===== src/rtl/tseq_pkg.sv =====
package tseq_pkg;

    typedef enum logic [2:0] {
        ST_IDLE    = 3'd0,
        ST_PROG    = 3'd1,
        ST_RUN     = 3'd2,
        ST_ENDED   = 3'd3,
        ST_STOPPED = 3'd4
    } tseq_state_t;

    typedef enum logic [1:0] {
        CMD_NOP     = 2'd0,
        CMD_START   = 2'd1,
        CMD_STOP    = 2'd2,
        CMD_RESTART = 2'd3
    } tseq_cmd_t;

    localparam int STATE_W = 3;
    localparam int CMD_W   = 2;

endpackage


===== src/rtl/tseq_fsm.sv =====
module tseq_fsm
    import tseq_pkg::*;
(
    input  logic         clk,
    input  logic         rst_n,
    input  tseq_cmd_t    cmd,
    input  logic         prog_done,
    input  logic         scan_done,
    output tseq_state_t  state,
    output logic         shift_en,
    output logic         scan_run,
    output logic         scan_abort
);

    tseq_state_t state_q;
    tseq_state_t state_d;

    always_comb begin
        state_d = state_q;
        unique case (state_q)
            ST_IDLE: begin
                if (cmd == CMD_START) state_d = ST_PROG;
            end
            ST_PROG: begin
                if (cmd == CMD_STOP)  state_d = ST_STOPPED;
                else if (prog_done)   state_d = ST_RUN;
            end
            ST_RUN: begin
                if (cmd == CMD_STOP)  state_d = ST_STOPPED;
                else if (scan_done)   state_d = ST_ENDED;
            end
            ST_ENDED, ST_STOPPED: begin
                if (cmd == CMD_RESTART) state_d = ST_PROG;
            end
            default: state_d = ST_IDLE;
        endcase
    end

    always_ff @(posedge clk or negedge rst_n) begin
        if (!rst_n) state_q <= ST_IDLE;
        else        state_q <= state_d;
    end

    always_comb begin
        shift_en   = (state_q == ST_PROG);
        scan_run   = (state_q == ST_RUN);
        scan_abort = (state_q == ST_RUN) && (cmd == CMD_STOP);
    end

    assign state = state_q;


    idle_exit_chk: assert property (@(posedge clk) disable iff (!rst_n)
        (state_q == ST_IDLE) |=> (state_q == ST_IDLE || state_q == ST_PROG));


    run_exit_chk: assert property (@(posedge clk) disable iff (!rst_n)
        (state_q == ST_RUN) |=>
            (state_q == ST_RUN || state_q == ST_ENDED || state_q == ST_STOPPED));


    term_exit_chk: assert property (@(posedge clk) disable iff (!rst_n)
        (state_q == ST_ENDED || state_q == ST_STOPPED) |=>
            (state_q == $past(state_q) || state_q == ST_PROG));


    prog_to_run_chk: assert property (@(posedge clk) disable iff (!rst_n)
        $rose(scan_run) |-> $past(prog_done));


    excl_enable_chk: assert property (@(posedge clk) disable iff (!rst_n)
        $onehot0({scan_run, shift_en}));

endmodule


===== config.mk =====
export PLATFORM = sky130hd
export DESIGN_NAME = tseq_fsm
export DESIGN_NICKNAME = d
export VERILOG_FILES = /design/src/rtl/tseq_pkg.sv /design/src/rtl/tseq_fsm.sv
export SDC_FILE = /design/constraint.sdc
export NUM_CORES = 1
export LEC_CHECK = 0
export ABC_AREA = 1
export BUFFER_PORTS_ARGS = -buffer_cell sky130_fd_sc_hd__buf_2
export CORE_AREA = 2 2 39 41
export CTS_CLUSTER_SIZE = 8
export DETAILED_ROUTE_END_ITERATION = 6
export DIE_AREA = 0 0 41 43
export SLEW_MARGIN = 30
export SYNTH_ARGS = -nofsm -noshare
export SYNTH_HDL_FRONTEND = slang
export SYNTH_SLANG_ARGS = --single-unit

===== constraint.sdc =====
create_clock -name clk -period 1.5 [get_ports clk]
set_clock_uncertainty 0.15 [all_clocks]
set_input_delay 0.075 -clock clk [delete_from_list [all_inputs] [get_ports clk]]
set_output_delay 0.075 -clock clk [all_outputs]
set_load 0.02 [all_outputs]

---- Word level (Yosys, flattened, before mapping) ----
Index checks and enable logic that the tools add are counted.
word-level totals
  bits in read-only memories .............. 0
  latch bits .............................. 0
  RAM bits ................................ 0
  input port bits ......................... 6
  memories ................................ 0
  output and inout bits ................... 6
  register bits ........................... 3
cells by class
  muxes and demuxes ....................... 7
  add/subtract/negate cells ............... 0
  reductions and logical operators ........ 4
  bitwise logic cells ..................... 0
  shift-type cells ........................ 0
  equal/unequal tests ..................... 11
  order comparisons ....................... 0
  div/mod/pow operators ................... 0
  multiply operators ...................... 0
operators by type and width
  kind                                                             count
  3-bit two-way mux                                                6
  3-bit case mux with 4 select lines                               1
  3-bit by 2-bit == test with 1-bit output, second input constant  2
  3-bit by 2-bit != test with 1-bit output, second input constant  2
  2-bit == test, second input constant                             2
  2-bit != test, second input constant                             2
  4-bit AND reduction                                              1
  3-bit by 1-bit == test with 1-bit output, second input constant  1
  3-bit == test, second input constant                             1
  3-bit zero test                                                  1
  2-bit by 1-bit == test with 1-bit output, second input constant  1
  2-bit OR reduction                                               1
  1-bit logical AND                                                1

---- Logic depth before layout (Yosys ltp) ----
Gate-level depths: netlist (run 1).
  depth after elaboration ................. 4
  gate-level depth with buffers ........... 8
  gate-level depth less buffers ........... 8

---- Least setup slack after synthesis (run 1) ----
OpenSTA, ideal clock, no wires.
  path type ............................... register -> register
  from .................................... register state_q[2] (netlist: state[2])
  to ...................................... register state_q[0] (netlist: state[0])
  cell stages (with the launch flop) ...... 9
  arrival ................................. 1.243 ns
  slack ................................... -0.016 ns
  clock period less this slack ............ 1.516 ns
  cell sequence ........................... dfrtp_1 -> inv_1 -> nand2_2 -> nor2_2 -> nand2_1 -> nand2_2 -> nor2_1 -> nand2_1 -> nand2_1
between the ends
  elaborated cells between the ends (all ways) .. 12
RTL lines
  item                                                       RTL line        source
  start: declaration                                         tseq_fsm.sv:15  tseq_state_t state_q;
  start signal: assignment                                   tseq_fsm.sv:41  else state_q <= state_d;
  3-bit by 2-bit == test with 1-bit output *                 --
  via scan_run                                               tseq_fsm.sv:11  output logic scan_run,
  3-bit by 2-bit != test with 1-bit output (no source line)  --
  4-bit AND reduction (no source line)                       --
Mark *: on every way through the listed nets, which the timed path passes. The rest lies on a longest branch.
A chain may end at the register's enable or synchronous reset.

---- Worst setup path after layout (run 1) ----
  from .................................... register state_q[2] (netlist: state[2])
  to ...................................... output scan_abort
between the ends
  longest elaborated chain between the ends .. 2
RTL lines
  item                                      RTL line        source
  3-bit by 2-bit == test with 1-bit output  tseq_fsm.sv:47  scan_abort = (state_q == ST_RUN) && (cmd == CMD_STOP);
  1-bit logical AND                         tseq_fsm.sv:47
  end: declaration                          tseq_fsm.sv:12  output logic scan_abort
No other way between the ends.

==> out/qor.yml, run 1 <==
placement:
  dpl.cell_count: 70
  gp_congestion: 0.733
  port_buffers: 11
  hpwlAfterDp_microns: 503
clocking:
  cts_tree: "yes"
  cts_root_buf: "clkbuf_4"
  clkLatencyLatePin_ns: 0.23
  numCtsBuffers: 3
  htree_levels: 1
  clk_pin_slew_ns: 0.04
  cts_buffer_depth: 2
  cts_setup_buffers: 0
  clkSinkCount: 3
synthesis:
  syn_nets: 49
  synth_top_area_share_pct: 30.2
  mappedNetlistArea_sq_um: 249
  yosys_warnings: 0
  synthTopCellsByArea: "dfrtp_1 (30%), nand2_1 (24%), o21ai_0 (10%)"
  synth_cell_types: 11
  ys_seq_area_share_pct: 30.2
  ys_ff_latch: 3
  syn_inst: 43
  synth_top_cell_by_area: "dfrtp_1"
  syn_area_per_cell_sq_um: 5.79
sta:
  setup_tns_ns: 0
  fmax_mhz: 715
  tightestPinTransition_ns: 0.179
  relSlewSlack_pct: 87.9
  slew_viol_final: 0
  setup_viol_count_final: 0
  fin_crit_ns: 1.40
  fin_crit_sh_pct: 93.2
  rsz0062_at_grt: "no"
  hold_viol: 0
layout:
  drive_gt1_share_pct: 35.6
  most-common-layout-cells: "nand2_1 (16), buf_2 (11), inv_1 (5), o21ai_0 (5), nor2_1 (4)"
  final_common_cell: "nand2_1"
  fin_nets: 66
  final-instance-count-excl-fill: 75
  syn_to_final_growth_pct: 49.7
  largest_reg_flops: 3
  n_antenna_cell: 0
drt:
  remaining_drc_errors: 0
  ant_nets: 0
  drtIter0Drc: 2
  drt_wl_total_microns: 612
  viasPerCell: 4.08
  dr.pass1.iters: 3
  vias: 306
  wl_per_cell_microns: 8.16
floorplan:
  num_io_pins: 12
  die_w_microns: 41
  core_area_sq_um: 1380
  die_area_sq_um: 1760
  rows: 14
  die_y_microns: 43
  start_util_pct: 18.0
grt:
  grt.overflow.total: 0
  grt_max_degree: 9
  grt_pass1_wl_mm: 1.05
  grt_use_total_pct: 8.85
  grt_antenna_before_repair: 0
  grt_pass1_vias: 293
worst_setup_path:
  crit_fanout: 5
  critPathLaunchType: "register"
  cp.required_ns: 1.27
  cp_data_arrival_time_ns: 1.17
  worstSetupEndpointType: "output port"
  r2r_cells: 8
  criticalPathCategory: "register to output port"
min_path:
  hold_class: "input pin to async pin"
flow_run:
  cap_viol_max_count: 0
power:
  ir_drop_mv: 0.574
  power_density_nw_per_um2: 2100
  p_leak_nw: 0.213
run_status:
  status: "completed"
==> area by class of cell <==
cell class | instances | area (sq um)
Clock buffer | 4 | 26.3
Fill cell | 167 | 1010
Inverter | 6 | 22.5
Multi-Input combinational cell | 34 | 161
Sequential cell | 3 | 77.6
Tap cell | 16 | 20.0
Timing Repair Buffer | 12 | 65.1
==> worst max-delay path: stages (launching register included) <==
cell     delay [ns]
dfrtp_2        0.44
inv_2          0.08
nand2_2        0.07
nor3_1         0.16
buf_2          0.18
==> worst paths after layout <==
check                                      from                    to  slack [ns]
setup / recovery           state[2]$_DFFE_PN0P_            scan_abort        0.10
hold / removal                            rst_n  state[2]$_DFFE_PN0P_        0.03
setup reg to reg           state[1]$_DFFE_PN0P_  state[1]$_DFFE_PN0P_        0.15
hold reg to reg            state[2]$_DFFE_PN0P_  state[2]$_DFFE_PN0P_        0.46
max in group asynchronous                 rst_n  state[0]$_DFFE_PN0P_        1.06
min in group clk                         cmd[1]  state[2]$_DFFE_PN0P_        0.15
==> power by group <==
part	total (mW)	switching, mW	leakage (nW)	internal (mW)
Clock	0.141	0.0413	0.0150	0.0997
Combinational	0.449	0.293	0.162	0.156
Sequential	0.194	0.0687	0.0357	0.125
==> cells in the mapped netlist <==
cell type	count
a21oi_1	2
dfrtp_1	3
inv_1	6
nand2_1	16
nand2_2	2
nand3_1	1
nand4_1	1
nor2_1	4
nor2_2	2
nor3_1	1
o21ai_0	5
==> cells by family after synthesis <==
group	synth area share, %
AO/OA/AOI/OAI	14.1
AND/OR/NAND/NOR	46.7
flip-flops	30.1
buffers and inverters	9.04
==> per-layer routing <==
metal	up-vias	routed length, microns	share of wire [%]	global-route usage, %
li1	166	-	-	-
met1	137	252	41	9.39
met2	3	334	55	13.8
met3	0	25	4.1	4.71
met4	0	0	0	4.00
met5	-	0	0	0
==> timing repair <==
action	4_1_cts	5_1_grt
endpoints found under the setup margin	0	1
hold buffers	1	0
resized for setup	0	2
endpoints found under the hold margin	3	0
==> through the flow <==
| step | setup WS, ns | instance area (sq um) | hold slack (ns) | power [mW] | util, % |
|---|---|---|---|---|---|
| after CTS | 0.0244 | 372 | 0.00816 | 0.795 | 26.9 |
| after global placement | 0.160 | 335 | -0.279 | 0.641 | 24.2 |
| after global routing | 0.0296 | 373 | 0.0322 | 0.880 | 26.9 |
| after detailed placement | 0.142 | 335 | -0.277 | 0.645 | 24.2 |
| final | 0.101 | 373 | 0.0287 | 0.784 | 26.9 |
| after floorplan | 0.0489 | 260 | -0.371 | 0.516 | - |
(Power assumes the default switching activity.)
==> run 2: changes to the inputs <==
--- a/config.mk
+++ b/config.mk
@@ -5,7 +5,6 @@
 export SDC_FILE = /design/constraint.sdc
 export NUM_CORES = 1
 export LEC_CHECK = 0
-export ABC_AREA = 1
 export BUFFER_PORTS_ARGS = -buffer_cell sky130_fd_sc_hd__buf_2
 export CORE_AREA = 2 2 39 41
 export CTS_CLUSTER_SIZE = 8
==> constraint.sdc (replaced) <==
create_clock -name clk -period 1.5 [get_ports clk]
set_clock_uncertainty 0.15 [all_clocks]
set_input_delay 0.075 -clock clk [delete_from_list [all_inputs] [get_ports clk]]
set_output_delay 0.075 -clock clk [all_outputs]
set_load 0.005 [all_outputs]
==> run 2 against run 1 <==
  * Die area unchanged
  * Non-clock buffer count up 6
  * Power down 17%
  * Flip-flop and latch count unchanged
  * Area after synthesis down 10%
  * First-iteration DRC count rose to 3.0 times the previous value
  * Global-route usage up 0.092 points
  * Largest cell class unchanged
  * Via count down 4.9%
  * Clock-buffer cell count unchanged
  * Largest power group unchanged
  * Setup slack worse by 0.048 ns
  * Design area up 6.0%
==> out/qor.yml, run 2 <==
worst_setup_path:
  cp_data_arrival_time_ns: 1.41
  critPathTopFamily: "flip-flops"
  crit_fanout: 5
  cp.depth: 6
  crit_slowest_cell: "dfrtp_2"
  crit_buf_inv: 2
  r2r-end: "state[0]$_DFFE_PN0P_"
  r2r_cells: 6
  endpoint: "state[0]$_DFFE_PN0P_"
  reg2reg_from: "state[1]$_DFFE_PN0P_"
  criticalPathCategory: "register to register"
  critPathLaunchType: "register"
  cp_common_cell: "buf_4"
  cp.required_ns: 1.46
  slowest_delay_ns: 0.43
  worstSetupEndpointType: "register"
  r2r_slack_ns: 0.05
  setup.worst_path.start: "state[1]$_DFFE_PN0P_"
  crit_path_cell_trace: "buf_4, buf_4, nor2b_2, o22ai_1, a32oi_1, o21ai_1"
clocking:
  cts_root_buf: "clkbuf_4"
  cts_buffer_depth: 2
  htree_levels: 1
  numCtsBuffers: 3
  cts_tree: "yes"
  clk_pin_slew_ns: 0.04
  clkLatencyLatePin_ns: 0.24
  clkSinkCount: 3
grt:
  grt.overflow.total: 0
  grt_max_degree: 9
  grt_antenna_before_repair: 0
  grt_use_total_pct: 8.94
  grt_pass1_vias: 232
  grt_pass1_wl_microns: 979
synthesis:
  mappedNetlistArea_sq_um: 224
  synth_top_area_share_pct: 33.5
  synth_edf_count: 0
  synthTopCellsByCount: "dfrtp_1 (3), nand2_1 (3)"
  synth_top_cell_by_area: "dfrtp_1"
  synth_cell_types: 19
  synth_ff_type: "dfrtp_1"
  syn_nets: 34
  syn_area_per_cell_sq_um: 8.00
  async_flop_share_pct: 100
  synthTopCellsByArea: "dfrtp_1 (34%), a31oi_1 (5.6%), o22ai_1 (5.6%)"
  ys_ff_latch: 3
  syn_inst: 28
  ys_seq_area_share_pct: 33.5
  yosys_warnings: 0
floorplan:
  core_area_sq_um: 1380
  die_w_microns: 41
  die_y_microns: 43
  rows: 14
  die_area_sq_um: 1760
  start_util_pct: 16.2
  num_io_pins: 12
sta:
  tightestPinTransition_ns: 0.191
  slew_viol_final: 0
  rsz0062_at_grt: "yes"
  fmax_mhz: 691
  relSlewSlack_pct: 87.2
  setup_viol_count_final: 0
  setup_tns_ns: 0
  fin_crit_ns: 1.45
  fin_crit_sh_pct: 96.5
  hold_ws_ns: 0.0121
  hold_viol: 0
power:
  p_leak_nw: 0.185
  ir_drop_mv: 0.418
  power_mw: 0.650
  power_density_nw_per_um2: 1640
drt:
  vias: 291
  drtIter0Drc: 6
  wl_per_cell_microns: 10.7
  dr.pass1.iters: 4
  remaining_drc_errors: 0
  viasPerCell: 4.41
  ant_nets: 0
  drt_wl_total_microns: 706
placement:
  gp_congestion: 0.820
  port_buffers: 11
  hpwlAfterDp_microns: 472
min_path:
  hold_class: "input pin to async pin"
layout:
  drive_gt1_share_pct: 48.0
  largest_reg_flops: 3
  fin_nets: 57
  syn_to_final_growth_pct: 76.5
  n_antenna_cell: 0
  most-common-layout-cells: "buf_2 (11), buf_4 (4), nand2_1 (3), clkbuf_4 (3), dlygate4sd3_1 (3)"
  final_common_cell: "buf_2"
  fillers: 154
flow_run:
  cap_viol_max_count: 0
run_status:
  status: "completed"
[run 2: where the power goes]
| part | switching (mW) | total (mW) | internal, mW |
|---|---|---|---|
| sequential | 0.0628 | 0.183 | 0.120 |
| combinational | 0.151 | 0.322 | 0.171 |
| clock | 0.0451 | 0.145 | 0.0999 |
| total | 0.259 | 0.650 | 0.391 |
[run 2: kinds of logic after synthesis]
| logic type | count (synthesis) | share of synthesized area, % |
|---|---|---|
| DFF | 3 | 33.5 |
| and+or+nand+nor | 11 | 28.5 |
| buffers and inverters | 2 | 3.35 |
| AOI/OAI and AO/OA | 11 | 30.7 |
| xor gates and xnor gates | 1 | 3.91 |
[run 2: how the worst min path moves through the flow]
stage	start	to
floorplan	rst_n	state[0]$_DFFE_PN0P_
global placement	rst_n	state[1]$_DFFE_PN0P_
detailed placement	rst_n	state[1]$_DFFE_PN0P_
finish	rst_n	state[0]$_DFFE_PN0P_
global route	rst_n	state[0]$_DFFE_PN0P_
CTS	rst_n	state[1]$_DFFE_PN0P_
[run 2: per-layer routing]
metal / GRT usage (%) / vias up / share of wire, %
met1: 13.5 / 124 / 52
met3: 3.14 / 2 / 6.4
met5: 0 / - / 0
li1: - / 152 / -
met2: 8.13 / 13 / 39
met4: 10.0 / 0 / 2.7
[run 2: worst reg2reg max path: cells and delay by family (launching register included)]
family / cells / cell delay, ns
and+or+nand+nor: 1 / 0.11
buffers and inverters: 2 / 0.29
DFF: 1 / 0.43
AOI/OAI and AO/OA: 3 / 0.34
[run 2: metrics by stage]
stage,area (sq um),util (%),worst slack [ns],cells
final,395,28.6,0.0530,66
after global routing,395,28.6,-0.00196,66
after CTS,385,27.8,0.00797,66
after detailed placement,314,22.7,0.0779,57
after global placement,314,22.7,0.118,57
after floorplan,224,-,0.105,28
[run 2: timing repair]
action / in CTS / in global routing
hold buffers: 3 / 0
hold endpoints to repair: 5 / 0
pin swaps: 0 / 1
endpoints found under the setup margin: 1 / 2
resized for setup: 0 / 6
setup buffers: 2 / 0
[run 2: area by class of cell]
| class | count | area (sq um) | area share, % |
|---|---|---|---|
| Sequential cell | 3 | 77.6 | 19.6 |
| Timing Repair Buffer | 18 | 115 | 29.1 |
| Inverter | 2 | 7.51 | 1.90 |
| Multi-Input combinational cell | 23 | 149 | 37.7 |
| Tap cell | 16 | 20.0 | 5.06 |
| Clock buffer | 4 | 26.3 | 6.65 |
==> run 3: changes to the inputs <==
--- a/config.mk
+++ b/config.mk
@@ -10,7 +10,10 @@
 export CTS_CLUSTER_SIZE = 8
 export DETAILED_ROUTE_END_ITERATION = 6
 export DIE_AREA = 0 0 41 43
+export GPL_TIMING_DRIVEN = 0
+export PLACE_DENSITY = 0.39
 export SLEW_MARGIN = 30
 export SYNTH_ARGS = -nofsm -noshare
 export SYNTH_HDL_FRONTEND = slang
 export SYNTH_SLANG_ARGS = --single-unit
+export TNS_END_PERCENT = 50
==> run 3 against run 2 <==
  * Critical endpoint is now scan_abort
  * Maximum frequency rose by 2.0%
  * Largest power group unchanged
  * Clock-buffer cell count did not move
  * Hold slack better by 0.0035 ns
  * First-iteration DRC count fell by 100%
  * Power is 0.19% lower
  * Flip-flop and latch count is the same
  * Critical path type is now register to output port
==> out/qor.yml, run 3 (synthesized netlist as in run 2, its figures left out) <==
clocking:
  cts_buffer_depth: 2
  clkSinkCount: 3
  cts_tree: "yes"
  clkLatencyLatePin_ns: 0.23
  numCtsBuffers: 3
  clk_pin_slew_ns: 0.04
  htree_levels: 1
  cts_root_buf: "clkbuf_4"
worst_setup_path:
  critPathLaunchType: "register"
  cp.required_ns: 1.27
  slowest_delay_ns: 0.45
  reg2reg_from: "state[1]$_DFFE_PN0P_"
  r2r_cells: 4
  crit_path_cell_trace: "nor3_2, and3b_2, buf_2"
  criticalPathCategory: "register to output port"
  r2r_slack_ns: 0.10
  cp_data_arrival_time_ns: 1.19
  worstSetupEndpointType: "output port"
  crit_fanout: 8
  r2r-end: "state[0]$_DFFE_PN0P_"
  setup.worst_path.start: "state[2]$_DFFE_PN0P_"
  crit_slowest_cell: "dfrtp_2"
layout:
  n_antenna_cell: 0
  syn_to_final_growth_pct: 79.3
  most-common-layout-cells: "buf_2 (11), buf_4 (5)"
  drive_gt1_share_pct: 47.1
  final_common_cell: "buf_2"
  fin_util_pct: 29.0
  fin_nets: 58
  largest_reg_flops: 3
  fillers: 168
drt:
  viasPerCell: 4.36
  dr.pass1.iters: 1
  drtIter0Drc: 0
  remaining_drc_errors: 0
  wl_per_cell_microns: 10.2
  vias: 292
  drt_wl_total_microns: 684
  ant_nets: 0
grt:
  grt_use_total_pct: 8.73
  grt_antenna_before_repair: 0
  grt_max_degree: 10
  grt_pass1_wl_mm: 1.03
  grt.overflow.total: 0
  grt_pass1_vias: 264
sta:
  setup_tns_ns: 0
  tightestPinTransition_ns: 0.207
  setup_viol_count_final: 0
  slew_viol_final: 0
  rsz0062_at_grt: "yes"
  fmax_mhz: 705
  hold_viol: 0
  relSlewSlack_pct: 86.1
  fin_crit_ns: 1.42
  fin_crit_sh_pct: 94.6
power:
  internal-power_mw: 0.403
  comb_power_share_pct: 49.5
  power_density_nw_per_um2: 1620
  p_switching_mw: 0.245
  ir_drop_mv: 0.410
  p_leak_nw: 0.188
  clock_power_share_pct: 21.5
  swShare_pct: 37.8
  power_frac_seq_pct: 29.0
placement:
  hpwlAfterDp_microns: 462
  gp_congestion: 0.716
  port_buffers: 11
floorplan:
  die_y_microns: 43
  num_io_pins: 12
  start_util_pct: 16.2
  die_w_microns: 41
  rows: 14
  core_area_sq_um: 1380
  die_area_sq_um: 1760
flow_run:
  cap_viol_max_count: 0
run_status:
  status: "completed"
min_path:
  hold_class: "input pin to async pin"
## run 3: power groups by stage
| stage | Clock, mW | Sequential, mW | Combinational, mW |
|---|---|---|---|
| after CTS | 0.145 | 0.186 | 0.282 |
| after detailed placement | 0 | 0.191 | 0.222 |
| after floorplan | 0 | 0.176 | 0.132 |
| final | 0.140 | 0.188 | 0.321 |
| after global placement | 0 | 0.196 | 0.225 |
| after global routing | 0.164 | 0.197 | 0.362 |
## run 3: worst max-delay path, delay by kind of cell (launching register included)
family,cells,cell delay [ns]
DFF,1,0.45
and+or+nand+nor,2,0.41
buffers and inverters,1,0.11
## run 3: worst max path at each step
stage / to / slack [ns] / cells after the start
2_1_floorplan: state[0]$_DFFE_PN0P_ / 0.11 / 4
4_1_cts: scan_abort / 0.04 / 3
6_report: scan_abort / 0.08 / 3
5_1_grt: state[0]$_DFFE_PN0P_ / 0.003 / 4
3_5_place_dp: state[0]$_DFFE_PN0P_ / 0.02 / 4
3_3_place_gp: state[0]$_DFFE_PN0P_ / 0.001 / 4
## run 3: routing by layer
metal / vias to the layer above / global-route usage, % / wire [microns]
met5: - / 0 / 0
met1: 133 / 9.65 / 277
met3: 0 / 1.57 / 40
li1: 151 / - / -
met2: 8 / 13.1 / 367
met4: 0 / 8.00 / 0
## run 3: layout make-up
cell class | count | area, sq um | share of cell area [%]
multi-input cells | 23 | 146 | 36.4
repair buffers | 19 | 123 | 30.5
flip-flops and latches | 3 | 78.8 | 19.6
clock buffers | 4 | 26.3 | 6.54
well taps | 16 | 20.0 | 4.98
inverters | 2 | 7.51 | 1.87
## run 3: repair_timing
action                     in CTS  in global routing
setup endpoints to repair       1                  2
pin swaps                       0                  0
hold buffers                    3                  0
hold endpoints to repair        5                  0
buffers inserted                3                  2
resized for setup               2                  2
## run 3: stage by stage
step | total power, mW | hold slack, ns | cells | setup slack, ns | area, sq um
floorplan | 0.308 | -0.371 | 28 | 0.105 | 224
global placement | 0.421 | -0.277 | 55 | 0.00111 | 299
detailed placement | 0.413 | -0.278 | 55 | 0.0238 | 299
CTS | 0.614 | 0.0123 | 65 | 0.0407 | 384
global route | 0.723 | 0.0175 | 67 | 0.00270 | 402
finish | 0.649 | 0.0156 | 67 | 0.0813 | 402
